$ cat src/rtl/krg_pkg.sv
// Shared types for the key report filter.
// Assumes: event kinds are fixed two-bit codes seen by the sink.
package krg_pkg;
    typedef enum logic [1:0] {
        EV_RELEASE = 2'b00,
        EV_PRESS   = 2'b01,
        EV_SYNC    = 2'b10
    } ev_kind_e;

    typedef enum logic [2:0] {
        ST_IDLE,
        ST_SCAN,
        ST_SHIFT,
        ST_CHECK,
        ST_REL,
        ST_PRESS,
        ST_SYNC
    } krg_state_e;
endpackage

$ cat src/rtl/krg_ghost_detect.sv
// Ghost pattern detector over the collected key list.
// Flags a frame of three or more keys where some pair shares a column
// and some (possibly other) pair shares a row.
// Assumes: only the first `count` entries of the list are meaningful.
module krg_ghost_detect #(
    parameter int N     = 8,
    parameter int ROW_W = 4,
    parameter int COL_W = 3,
    parameter int CNT_W = 4
) (
    input  logic [N*ROW_W-1:0] rows,
    input  logic [N*COL_W-1:0] cols,
    input  logic [CNT_W-1:0]   count,
    output logic               ghost
);
    logic [N-1:0] col_pair;
    logic [N-1:0] row_pair;

    for (genvar gi = 0; gi < N; gi++) begin : g_ent
        logic c_hit;
        logic r_hit;
        // Compare entry gi against every later live entry.
        always_comb begin
            c_hit = 1'b0;
            r_hit = 1'b0;
            for (int j = gi + 1; j < N; j++) begin
                if ((CNT_W'(j) < count) && (CNT_W'(gi) < count)) begin
                    if (cols[j*COL_W +: COL_W] == cols[gi*COL_W +: COL_W]) c_hit = 1'b1;
                    if (rows[j*ROW_W +: ROW_W] == rows[gi*ROW_W +: ROW_W]) r_hit = 1'b1;
                end
            end
        end
        assign col_pair[gi] = c_hit;
        assign row_pair[gi] = r_hit;
    end

    // A ghost needs at least three keys plus both kinds of sharing.
    assign ghost = (count >= CNT_W'(3)) && (|col_pair) && (|row_pair);
endmodule

$ cat src/rtl/krg_key_match.sv
// Membership test: is a probe keycode among the first `count` list entries.
// Assumes: list entries at or beyond `count` hold stale data and are masked.
module krg_key_match #(
    parameter int N     = 8,
    parameter int KEY_W = 10,
    parameter int CNT_W = 4
) (
    input  logic [N*KEY_W-1:0] codes,
    input  logic [CNT_W-1:0]   count,
    input  logic [KEY_W-1:0]   probe,
    output logic               hit
);
    logic [N-1:0] eq;

    for (genvar gi = 0; gi < N; gi++) begin : g_cmp
        // One comparator per list slot, gated by liveness.
        assign eq[gi] = (CNT_W'(gi) < count) && (codes[gi*KEY_W +: KEY_W] == probe);
    end

    assign hit = |eq;
endmodule

$ cat src/rtl/key_event_reporter.sv
// Key report filter top.
// Accepts one scan frame while idle, looks up each live slot serially,
// optionally applies the function layer and the ghost drop, then streams
// releases, presses and a sync event, and finally replaces the stored list.
// Assumes: lut_code is a combinational function of lut_scan; mode inputs
// are sampled when the frame is accepted.
module key_event_reporter #(
    parameter int          MAX_KEYS = 8,
    parameter int          ROW_W    = 4,
    parameter int          COL_W    = 3,
    parameter int          KEY_W    = 10,
    parameter int unsigned FN_KEY   = 464
) (
    input  logic                          clk,
    input  logic                          rst_n,
    input  logic                          frame_valid,
    output logic                          frame_ready,
    input  logic [MAX_KEYS-1:0]           frame_live,
    input  logic [MAX_KEYS*ROW_W-1:0]     frame_rows,
    input  logic [MAX_KEYS*COL_W-1:0]     frame_cols,
    input  logic                          ghost_en,
    input  logic                          fn_layer_en,
    output logic [ROW_W+COL_W:0]          lut_scan,
    input  logic [KEY_W-1:0]              lut_code,
    output logic                          ev_valid,
    input  logic                          ev_ready,
    output logic [1:0]                    ev_kind,
    output logic [KEY_W-1:0]              ev_code,
    output logic [ROW_W+COL_W:0]          ev_scan,
    output logic                          done
);
    import krg_pkg::*;

    localparam int SCAN_W    = ROW_W + COL_W + 1;
    localparam int LAYER_BIT = ROW_W + COL_W;
    localparam int CNT_W     = $clog2(MAX_KEYS + 1);
    localparam int PTR_W     = (MAX_KEYS > 1) ? $clog2(MAX_KEYS) : 1;
    localparam logic [KEY_W-1:0] FN_CODE  = KEY_W'(FN_KEY);
    localparam logic [CNT_W-1:0] LAST_IDX = CNT_W'(MAX_KEYS - 1);

    krg_state_e st;
    logic [CNT_W-1:0]  idx;
    logic [PTR_W-1:0]  ptr;
    logic [MAX_KEYS-1:0] in_live;
    logic [ROW_W-1:0]  in_row   [MAX_KEYS];
    logic [COL_W-1:0]  in_col   [MAX_KEYS];
    logic [SCAN_W-1:0] new_scan [MAX_KEYS];
    logic [KEY_W-1:0]  new_code [MAX_KEYS];
    logic [CNT_W-1:0]  new_num;
    logic [SCAN_W-1:0] old_scan [MAX_KEYS];
    logic [KEY_W-1:0]  old_code [MAX_KEYS];
    logic [CNT_W-1:0]  old_num;
    logic              fn_seen;
    logic              mode_ghost;
    logic              mode_fn;
    logic              done_q;

    logic [MAX_KEYS*KEY_W-1:0] new_code_flat;
    logic [MAX_KEYS*ROW_W-1:0] new_row_flat;
    logic [MAX_KEYS*COL_W-1:0] new_col_flat;
    logic ghost_hit;
    logic still_held;
    logic is_fn;
    logic rel_emit;
    logic press_emit;
    logic sync_emit;

    assign ptr = idx[PTR_W-1:0];

    // Flatten the collected list for the comparison submodules.
    for (genvar gi = 0; gi < MAX_KEYS; gi++) begin : g_flat
        assign new_code_flat[gi*KEY_W +: KEY_W] = new_code[gi];
        assign new_row_flat[gi*ROW_W +: ROW_W]  = new_scan[gi][LAYER_BIT-1:COL_W];
        assign new_col_flat[gi*COL_W +: COL_W]  = new_scan[gi][COL_W-1:0];
    end

    krg_ghost_detect #(
        .N(MAX_KEYS), .ROW_W(ROW_W), .COL_W(COL_W), .CNT_W(CNT_W)
    ) u_ghost (
        .rows  (new_row_flat),
        .cols  (new_col_flat),
        .count (new_num),
        .ghost (ghost_hit)
    );

    krg_key_match #(
        .N(MAX_KEYS), .KEY_W(KEY_W), .CNT_W(CNT_W)
    ) u_match (
        .codes (new_code_flat),
        .count (new_num),
        .probe (old_code[ptr]),
        .hit   (still_held)
    );

    // Lookup address: raw slot scancode while scanning, layer-shifted in the shift pass.
    always_comb begin
        if (st == ST_SHIFT) lut_scan = {1'b1, new_scan[ptr][LAYER_BIT-1:0]};
        else                lut_scan = {1'b0, in_row[ptr], in_col[ptr]};
    end

    // Function key seen on the lookup this cycle (only when the layer is on).
    assign is_fn = mode_fn && (lut_code == FN_CODE);

    // Which kind of event, if any, is offered this cycle.
    always_comb begin
        rel_emit   = (st == ST_REL) && (idx < old_num) && !still_held;
        press_emit = (st == ST_PRESS) && (idx < new_num);
        sync_emit  = (st == ST_SYNC);
    end

    // Output stream fields selected from the list being walked.
    always_comb begin
        ev_valid = rel_emit || press_emit || sync_emit;
        ev_kind  = EV_SYNC;
        ev_code  = '0;
        ev_scan  = '0;
        if (rel_emit) begin
            ev_kind = EV_RELEASE;
            ev_code = old_code[ptr];
            ev_scan = old_scan[ptr];
        end else if (press_emit) begin
            ev_kind = EV_PRESS;
            ev_code = new_code[ptr];
            ev_scan = new_scan[ptr];
        end
    end

    assign frame_ready = (st == ST_IDLE);
    assign done        = done_q;

    // Frame sequencer: accept, collect, shift, filter, report, commit.
    always_ff @(posedge clk) begin
        if (!rst_n) begin
            st         <= ST_IDLE;
            idx        <= '0;
            in_live    <= '0;
            new_num    <= '0;
            old_num    <= '0;
            fn_seen    <= 1'b0;
            mode_ghost <= 1'b0;
            mode_fn    <= 1'b0;
            done_q     <= 1'b0;
            for (int i = 0; i < MAX_KEYS; i++) begin
                in_row[i]   <= '0;
                in_col[i]   <= '0;
                new_scan[i] <= '0;
                new_code[i] <= '0;
                old_scan[i] <= '0;
                old_code[i] <= '0;
            end
        end else begin
            done_q <= 1'b0;
            case (st)
                ST_IDLE: begin
                    if (frame_valid) begin
                        in_live    <= frame_live;
                        for (int i = 0; i < MAX_KEYS; i++) begin
                            in_row[i] <= frame_rows[i*ROW_W +: ROW_W];
                            in_col[i] <= frame_cols[i*COL_W +: COL_W];
                        end
                        mode_ghost <= ghost_en;
                        mode_fn    <= fn_layer_en;
                        idx        <= '0;
                        new_num    <= '0;
                        fn_seen    <= 1'b0;
                        st         <= ST_SCAN;
                    end
                end
                ST_SCAN: begin
                    if (in_live[ptr]) begin
                        if (is_fn) begin
                            fn_seen <= 1'b1;
                        end else begin
                            new_scan[new_num[PTR_W-1:0]] <= lut_scan;
                            new_code[new_num[PTR_W-1:0]] <= lut_code;
                            new_num <= new_num + 1'b1;
                        end
                    end
                    if (idx == LAST_IDX) begin
                        idx <= '0;
                        st  <= (fn_seen || (in_live[ptr] && is_fn)) ? ST_SHIFT : ST_CHECK;
                    end else begin
                        idx <= idx + 1'b1;
                    end
                end
                ST_SHIFT: begin
                    if (idx < new_num) begin
                        new_scan[ptr] <= lut_scan;
                        new_code[ptr] <= lut_code;
                        idx <= idx + 1'b1;
                    end else begin
                        idx <= '0;
                        st  <= ST_CHECK;
                    end
                end
                ST_CHECK: begin
                    if (mode_ghost && ghost_hit) begin
                        done_q <= 1'b1;
                        st     <= ST_IDLE;
                    end else begin
                        idx <= '0;
                        st  <= ST_REL;
                    end
                end
                ST_REL: begin
                    if (idx < old_num) begin
                        if (still_held || ev_ready) idx <= idx + 1'b1;
                    end else begin
                        idx <= '0;
                        st  <= ST_PRESS;
                    end
                end
                ST_PRESS: begin
                    if (idx < new_num) begin
                        if (ev_ready) idx <= idx + 1'b1;
                    end else begin
                        st <= ST_SYNC;
                    end
                end
                ST_SYNC: begin
                    if (ev_ready) begin
                        old_scan <= new_scan;
                        old_code <= new_code;
                        old_num  <= new_num;
                        done_q   <= 1'b1;
                        st       <= ST_IDLE;
                    end
                end
                default: st <= ST_IDLE;
            endcase
        end
    end
endmodule

$ cat config.mk
export PLATFORM = sky130hd
export DESIGN_NAME = key_event_reporter
export DESIGN_NICKNAME = d
export VERILOG_FILES = /design/src/rtl/krg_pkg.sv /design/src/rtl/krg_ghost_detect.sv /design/src/rtl/krg_key_match.sv /design/src/rtl/key_event_reporter.sv
export SDC_FILE = /design/constraint.sdc
export NUM_CORES = 1
export LEC_CHECK = 0
export BUFFER_PORTS_ARGS = -buffer_cell sky130_fd_sc_hd__buf_2
export CAP_MARGIN = 20
export CORE_ASPECT_RATIO = 1.4
export CORE_MARGIN = 1.5
export CORE_UTILIZATION = 50
export DETAILED_ROUTE_END_ITERATION = 6
export HOLD_SLACK_MARGIN = 0.1
export PLACE_DENSITY = 0.67
export SYNTH_ARGS = -nofsm -noshare
export SYNTH_HDL_FRONTEND = slang
export SYNTH_SLANG_ARGS = --single-unit
$ cat constraint.sdc
create_clock -name clk -period 5.8 [get_ports clk]
set_input_delay 1.16 -clock clk [delete_from_list [all_inputs] [get_ports clk]]
set_output_delay 1.16 -clock clk [all_outputs]
set_load 0.005 [all_outputs]
* After elaboration in Yosys (flattened, before gate mapping)
Memories as Yosys holds them, arrays and structs flattened. A register that Yosys moved wholly into a read port is not among the register bits.
Index checks and enable logic that the tools add are counted.
** Storage, ports and cells
- Flip-flop bits (word level) :: 315
- Memory bits (writable) :: 56
- Output and inout port bits :: 31
- Word-level logic and storage cells :: 436
- Memories :: 2
** Operators by class
- Add/subtract/negate cells :: 2
- Magnitude comparators :: 16
- Eq/ne operators :: 86
- Multiplexer cells :: 206
- Bitwise operators :: 18
- Reductions and logical operators :: 65
** Memory list
- in_row :: depth 8, bits a word 4, read ports 1, clocked after memory_dff 1, write ports 8, line key_event_reporter.sv:45 : logic [ROW_W-1:0] in_row [MAX_KEYS];
- in_col :: depth 8, bits a word 3, read ports 1, clocked after memory_dff 1, write ports 8, line key_event_reporter.sv:46 : logic [COL_W-1:0] in_col [MAX_KEYS];
** Operators with widths (count)
- 80-bit 2-to-1 mux :: 3
- 64-bit 2-to-1 mux :: 3
- 80-bit bitwise mux :: 2
- 80-bit one-hot mux with 2 select lines :: 1
- 64-bit bitwise mux :: 2
- 64-bit one-hot mux with 2 select lines :: 1
- 1-bit 2-to-1 mux :: 124
- 4-bit equality test :: 28
- 3-bit equality test :: 28
- 10-bit equality test :: 8
- 10-bit 2-to-1 mux :: 8
- 4-bit 2-to-1 mux :: 18
- 8-bit 2-to-1 mux :: 9
- 10-bit binary-select mux with 3-bit select :: 2
- 10-bit demux with 3-bit select :: 2
- 3-bit 2-to-1 mux :: 19
- 8-bit binary-select mux with 3-bit select :: 2
- 8-bit demux with 3-bit select :: 2
- 1-bit logical AND :: 46
- 4-bit one-hot mux with 6 select lines :: 1
- 2-bit != test, second input constant :: 11
- 3-bit one-hot mux with 7 select lines :: 1
- 3-bit by 4-bit < comparator with 1-bit output, first input constant :: 4
- 1-bit bitwise OR :: 16
- other kinds (30) :: 52

* Depth between registers and ports, before layout
- Depth in word-level cells :: 23
- Depth in mapped cells :: 14
- Gate-level depth less buffers :: 12

* Modules after synthesis
Synthesis repeated with hierarchy kept, for this count alone.
** Unflattened totals
- Cell total of the unflattened synthesis :: 2426
- Area, all modules :: 20851.2 µm²
** Modules (own cells, without submodules)
- key_event_reporter :: instances 1, cells an instance 1930, area an instance 17086.4 µm²
- krg_ghost_detect :: instances 1, cells an instance 367, area an instance 2713.9 µm²
- krg_key_match :: instances 1, cells an instance 129, area an instance 1051.0 µm²

* Least setup slack after synthesis
OpenSTA, ideal clock, no wires.
- Path type :: reg-to-output
- From :: register idx[2]
- To :: output ev_code[0]
- Data arrival time :: 2.982 ns
- Required time :: 4.640 ns
- Path slack :: 1.658 ns
- Stages on the path, launching flop included :: 12
- Cells stage by stage :: dfxtp_1 > buf_6 > mux2_2 > a221oi_2 > xor2_1 > nand4_1 > nor4_1 > or3_1 > or3_1 > buf_4 > buf_6 > o22ai_1
** On the way
- Longest elaborated chain between the ends :: 10
- Elaborated cells on any way between the ends :: 32
- Classes of those cells :: 2 x order compare; 8 x eq/ne; 8 x mux; 1 x bitwise; 13 x reduce/logical
** RTL lines
- from (decl) :: line key_event_reporter.sv:42 : logic [CNT_W-1:0] idx;
- from (signal assigned) :: line key_event_reporter.sv:183 : idx <= idx + 1'b1;
- from (signal assigned) :: line key_event_reporter.sv:190 : idx <= idx + 1'b1;
- from (signal assigned) :: line key_event_reporter.sv:207 : if (still_held || ev_ready) idx <= idx + 1'b1;
- 3-bit NOT with 4-bit output (not written as such) :: line key_event_reporter.sv:91, key_event_reporter.sv:119, key_event_reporter.sv:123
- 10-bit binary-select mux with 3-bit select :: line key_event_reporter.sv:91, key_event_reporter.sv:119
- 10-bit 2-to-1 mux (not written as such) (2 in series) :: line key_event_reporter.sv:91, key_event_reporter.sv:119
- 10-bit equality test :: line krg_key_match.sv:17 : assign eq[gi] = (CNT_W'(gi) < count) && (codes[gi*KEY_W +: KEY_W] == probe);
- 1-bit logical AND :: line krg_key_match.sv:17
- 8-bit OR reduction :: line krg_key_match.sv:20 : assign hit = |eq;
- 1-bit logical NOT :: line key_event_reporter.sv:106 : rel_emit = (st == ST_REL) && (idx < old_num) && !still_held;
- 1-bit logical AND :: line key_event_reporter.sv:106
- 10-bit 2-to-1 mux * :: line key_event_reporter.sv:117 : if (rel_emit) begin
- to (decl) :: line key_event_reporter.sv:28 : output logic [KEY_W-1:0] ev_code,
Every way passes the cells marked *; elsewhere a longest branch is shown, timed or not. The select of a mux whose other input is x is not followed.

* Final worst setup path
- From :: register idx[0]
- To :: output ev_scan[0]
** On the way
- Longest elaborated chain between the ends :: 10
- Elaborated cells on any way between the ends :: 35
- Classes of those cells :: 2 x order compare; 8 x eq/ne; 11 x mux; 1 x bitwise; 13 x reduce/logical
** RTL lines
- 3-bit NOT with 4-bit output (not written as such) :: line key_event_reporter.sv:91, key_event_reporter.sv:120, key_event_reporter.sv:124
- 10-bit binary-select mux with 3-bit select :: line key_event_reporter.sv:91 : .probe (old_code[ptr]),
- 10-bit 2-to-1 mux (not written as such) (2 in series) :: line key_event_reporter.sv:91
- 10-bit equality test :: line krg_key_match.sv:17
- 1-bit logical AND :: line krg_key_match.sv:17
- 8-bit OR reduction :: line krg_key_match.sv:20
- 1-bit logical NOT :: line key_event_reporter.sv:106
- 1-bit logical AND :: line key_event_reporter.sv:106
- 8-bit 2-to-1 mux * :: line key_event_reporter.sv:117
- to (decl) :: line key_event_reporter.sv:29 : output logic [ROW_W+COL_W:0] ev_scan,
Marked as above.

==> out/summary.md <==
After legalization and detailed placement, the total HPWL measured 50500 microns. Synthesis inferred 374 register bits. The part of the total power dissipated in sequential elements came out at 40.1%. TritonCTS built the clock tree.

In the final timing run, aggregate negative setup slack is 0 ns. In this run the post-CTS setup repair buffer count came out at 0. Summed over all layers, the global routing overflow is 0. In the routed design, unresolved DRC markers number 0. Summing all non-filler instances in the final layout gives an area of 22000 sq um. The root buffer selected by CTS is sky130_fd_sc_hd__clkbuf_16.

In this run the number of H-tree levels came out at 2. In this run the worst hold path is classified as flop to flop. Of all flip-flops after synthesis, the portion carrying an async set or reset was 0%. After clock tree synthesis, the clock-pin slew on the worst setup and hold paths is 0.06 ns. The reg2reg setup slack came out at 1.66 ns. The startpoint identified for the worst hold timing path is old_scan[15]$_SDFFE_PN0P_.

The iteration-0 DRC count of the detailed router is 1611, and the time the worst path needs with I/O delays and setup is 5.59 ns. The average wire per standard cell was 25.5 microns. Along the worst hold path, the cell count comes to 2. The actual transition at the worst max-transition pin was 1.10 ns. The total track usage is 36.1%, and the power density relative to cell area is 359 nW/um^2. For the final database, setup skew stands at 0.0187 ns.

The path with the worst hold slack has its endpoint at old_scan[15]$_SDFFE_PN0P_. The clock passes through at most 3 buffers. Prevailing post-synth register cell: sky130_fd_sc_hd__dfxtp_1. The max capacitance violation total is 0, and the proportion of layout cells with a drive suffix above 1 is 12.1%. The region available for standard cell placement spans 39300 sq um. Number of inserted filler cells in the final layout: 3651. The proportion of total power due to net switching came out at 35.1%. The largest fanout on the critical path is 29, and the die outline area is 41100 sq um. The final-report hold violation count was 0. For the number of antenna violations at the first check in global routing, the log shows 0. For this design, the sink count on the clock tree is 374.

The number of max-slew violations in the final report is 0, and the fraction of power consumed by the clock network is 32.4%. The worst-case IR drop observed on VDD is 0.208 mV. The logs give 0.55 ns for the clock latency of the later-clocked register in the worst-skew pair and 2378 for the post-synthesis instance total. In this run, CTS created clock tree buffers numbering 39. The tightest slew margin relative to the limit came out at 25.7%.

The logs give 2.77 mW for the net switching power figure and 86 for the number of placement rows. For this configuration, the core starts out at a cell density of 50.7%. The tools report the number of nets in the synthesized netlist as 2467. Counting tap cells, the placed design contains a total of 2832 instances.

The kind of start point of the critical path was a flop. The cell area that synthesis handed to floorplanning was 19900 sq um. Data arrives at the worst endpoint at 4.43 ns. The worst setup path is captured at an output pin. The routability-driven placement congestion ratio was 0.984.

The total of warnings raised by yosys is 0, and the leakage power is 7.95 nW. The run finished with clean final reports. Setup repair after global routing left no endpoint under its margin.

Sequential cells were found to cover 40.4% of the synthesized design area. The die is 172 microns wide. The count of unique library cells instantiated by Yosys came out at 74.

A synthesized cell averages 8.37 sq um. At the end of the flow, the number of nets in the layout was 2435. The run gives 0 as the remaining antenna violation count.

For this run, the number of standard cells in the final layout without fillers is 2902. Setup violations remaining at the end of the flow were counted as 0. The first global-routing pass estimated 110000 microns of wire. The endpoint identified for the worst register-to-register timing path is idx[2]$_SDFFE_PN0P_.

The vias after detailed routing is 18100, and the die extent in y is 239 microns. 111 I/O pins were placed. The startpoint identified for the worst register-to-register timing path is new_num[1]$_SDFFE_PN0P_. The logs give 153 for the pin count of the biggest net entering global routing and 5.13 mW for the internal cell power. The data required time of the critical path was 4.64 ns; the area after detailed placement was 20700 sq um. The via count of the first global-routing pass is 17500, and the worst-case reg-to-reg path depth is 13. During placement, the flow inserted port buffers numbering 110.

In the routed layout, each cell is associated on average with a via count of 6.22. The startpoint-to-endpoint class of the critical path is flop to output pin. The tools report the first-pass iteration count of the detailed router as 5. The area growth from synthesis to final layout was 10.4%.

In this run, synthesis inferred 56 flip-flops with an integrated enable. The worst path uses 96.3% of the clock period. Combinational cells account for 27.5% of the total power.

0 antenna diodes ended up in the layout. Detailed-route wire length: 74000 microns. Static timing analysis puts the maximum clock frequency at 179 MHz.

The most critical setup path has its startpoint at idx[0]$_SDFFE_PN0P_.
-- worst max-delay path, stage by stage, from the launching register on --
cell and delay (ns):
sky130_fd_sc_hd__dfxtp_2 0.76, sky130_fd_sc_hd__buf_12 0.25, sky130_fd_sc_hd__mux2_2 0.37, sky130_fd_sc_hd__a211oi_4 0.64
sky130_fd_sc_hd__xor2_1 0.13, sky130_fd_sc_hd__o2111ai_1 0.13, sky130_fd_sc_hd__nor3_1 0.11, sky130_fd_sc_hd__or3_1 0.38
sky130_fd_sc_hd__or3_1 0.39, sky130_fd_sc_hd__buf_4 0.25, sky130_fd_sc_hd__a41o_1 0.24, sky130_fd_sc_hd__o21ai_0 0.07
sky130_fd_sc_hd__buf_2 0.14
-- metrics by stage --
step                utilization, %  setup WS [ns]  hold WS, ns  power, mW
detailed placement            52.6          0.648        0.447       5.31
finish                        56.0          0.215        0.455       7.90
global route                  56.0         0.0240        0.471       8.18
CTS                           55.9         0.0397        0.456       7.85
floorplan                        -           1.66        0.433       4.53
global placement              52.6          0.575        0.442       5.28
-- power by group through the flow --
stage               combinational (mW)  clock (mW)  sequential [mW]
finish                            2.17        2.56             3.17
global route                      2.31        2.68             3.19
CTS                               2.09        2.59             3.18
detailed placement                2.08           0             3.23
global placement                  2.05           0             3.22
floorplan                         1.58           0             2.95
-- cell type report --
type | count | area [sq um] | area share [%]
Clock inverter | 11 | 156 | 0.711
Multi-Input combinational cell | 1762 | 11000 | 50.0
Inverter | 13 | 56.3 | 0.256
Timing Repair Buffer | 156 | 941 | 4.28
Clock buffer | 58 | 1130 | 5.15
Sequential cell | 374 | 8050 | 36.6
Tap cell | 528 | 661 | 3.01
-- timing repair --
item | 4_1_cts | 5_1_grt
gates resized for setup | 0 | 2
hold buffers | 0 | 0
setup endpoints to repair | 0 | 12
-- cells in the final DEF, fill, tap and decap left out, types with 40 or more instances in the layout --
cell type | Yosys | routed
sky130_fd_sc_hd__nand2_1 | 470 | 469
sky130_fd_sc_hd__dfxtp_1 | 318 | 315
sky130_fd_sc_hd__a21oi_1 | 253 | 247
sky130_fd_sc_hd__xnor2_1 | 147 | 147
sky130_fd_sc_hd__xor2_1 | 129 | 129
sky130_fd_sc_hd__nor2_1 | 113 | 111
sky130_fd_sc_hd__buf_2 | 10 | 110
sky130_fd_sc_hd__mux2i_1 | 65 | 65
sky130_fd_sc_hd__o21ai_0 | 64 | 64
sky130_fd_sc_hd__o22ai_1 | 61 | 61
sky130_fd_sc_hd__edfxtp_1 | 56 | 56
sky130_fd_sc_hd__and3_1 | 50 | 50
sky130_fd_sc_hd__a22oi_1 | 47 | 47
sky130_fd_sc_hd__o221ai_1 | 43 | 43
sky130_fd_sc_hd__buf_4 | 4 | 43
sky130_fd_sc_hd__clkbuf_16 | 0 | 40
-- flip-flops by register name (all words and copies together) (netlist names), 24 cells and up, named ones only --
signal        cells
new_code         80
old_code         80
old_scan         64
in_row           32
new_row_flat     32
in_col           24
new_col_flat     24
-- worst max path at each step --
stage	end	slack, ns	depth (start not counted)
after global placement	ev_scan[7]	0.57	12
final	ev_scan[0]	0.21	12
after floorplan	ev_code[0]	1.66	11
after detailed placement	ev_scan[0]	0.65	12
after global routing	ev_scan[0]	0.02	12
after CTS	ev_scan[0]	0.04	12
-- synthesized netlist by cell type (14+ instances only) --
master / n / area share (%)
sky130_fd_sc_hd__clkbuf_1: 185 / 3.5
sky130_fd_sc_hd__and2_1: 19 / 0.60
sky130_fd_sc_hd__o21ai_0: 64 / 1.6
sky130_fd_sc_hd__mux2i_1: 65 / 3.3
sky130_fd_sc_hd__dfxtp_1: 318 / 32
sky130_fd_sc_hd__o221ai_1: 43 / 1.9
sky130_fd_sc_hd__nor4_1: 26 / 0.82
sky130_fd_sc_hd__nor2_1: 113 / 2.1
sky130_fd_sc_hd__xnor2_1: 147 / 6.5
sky130_fd_sc_hd__a211oi_1: 15 / 0.57
sky130_fd_sc_hd__o22ai_1: 61 / 1.9
sky130_fd_sc_hd__nand3_1: 23 / 0.58
sky130_fd_sc_hd__mux4_2: 16 / 1.8
sky130_fd_sc_hd__nand2b_1: 14 / 0.44
sky130_fd_sc_hd__xor2_1: 129 / 5.7
sky130_fd_sc_hd__nand2_1: 470 / 8.9
sky130_fd_sc_hd__edfxtp_1: 56 / 8.4
sky130_fd_sc_hd__nand4_1: 33 / 1.0
sky130_fd_sc_hd__nor3_1: 28 / 0.70
sky130_fd_sc_hd__and3_1: 50 / 1.6
sky130_fd_sc_hd__a21oi_1: 253 / 6.4
sky130_fd_sc_hd__a22oi_1: 47 / 1.8
sky130_fd_sc_hd__buf_1: 24 / 0.45
-- cells by family after synthesis --
logic type | after synthesis | synth area share, %
AO/OA/AOI/OAI | 559 | 17.5
flip-flops | 374 | 40.4
buffers and inverters | 242 | 4.99
multiplexers | 95 | 5.89
AND/OR/NAND/NOR | 823 | 18.5
XOR/XNOR | 276 | 12.1
adder cells (fa/ha/maj) | 9 | 0.565
-- routing by layer --
metal | vias to the layer above | global-route usage, % | share of wire, %
li1 | 8241 | - | -
met1 | 8687 | 39.9 | 36
met2 | 812 | 62.3 | 50
met3 | 314 | 6.09 | 6.6
met4 | 0 | 25.4 | 7.8
met5 | - | 0 | 0
Power figures use the tool's default switching activity.
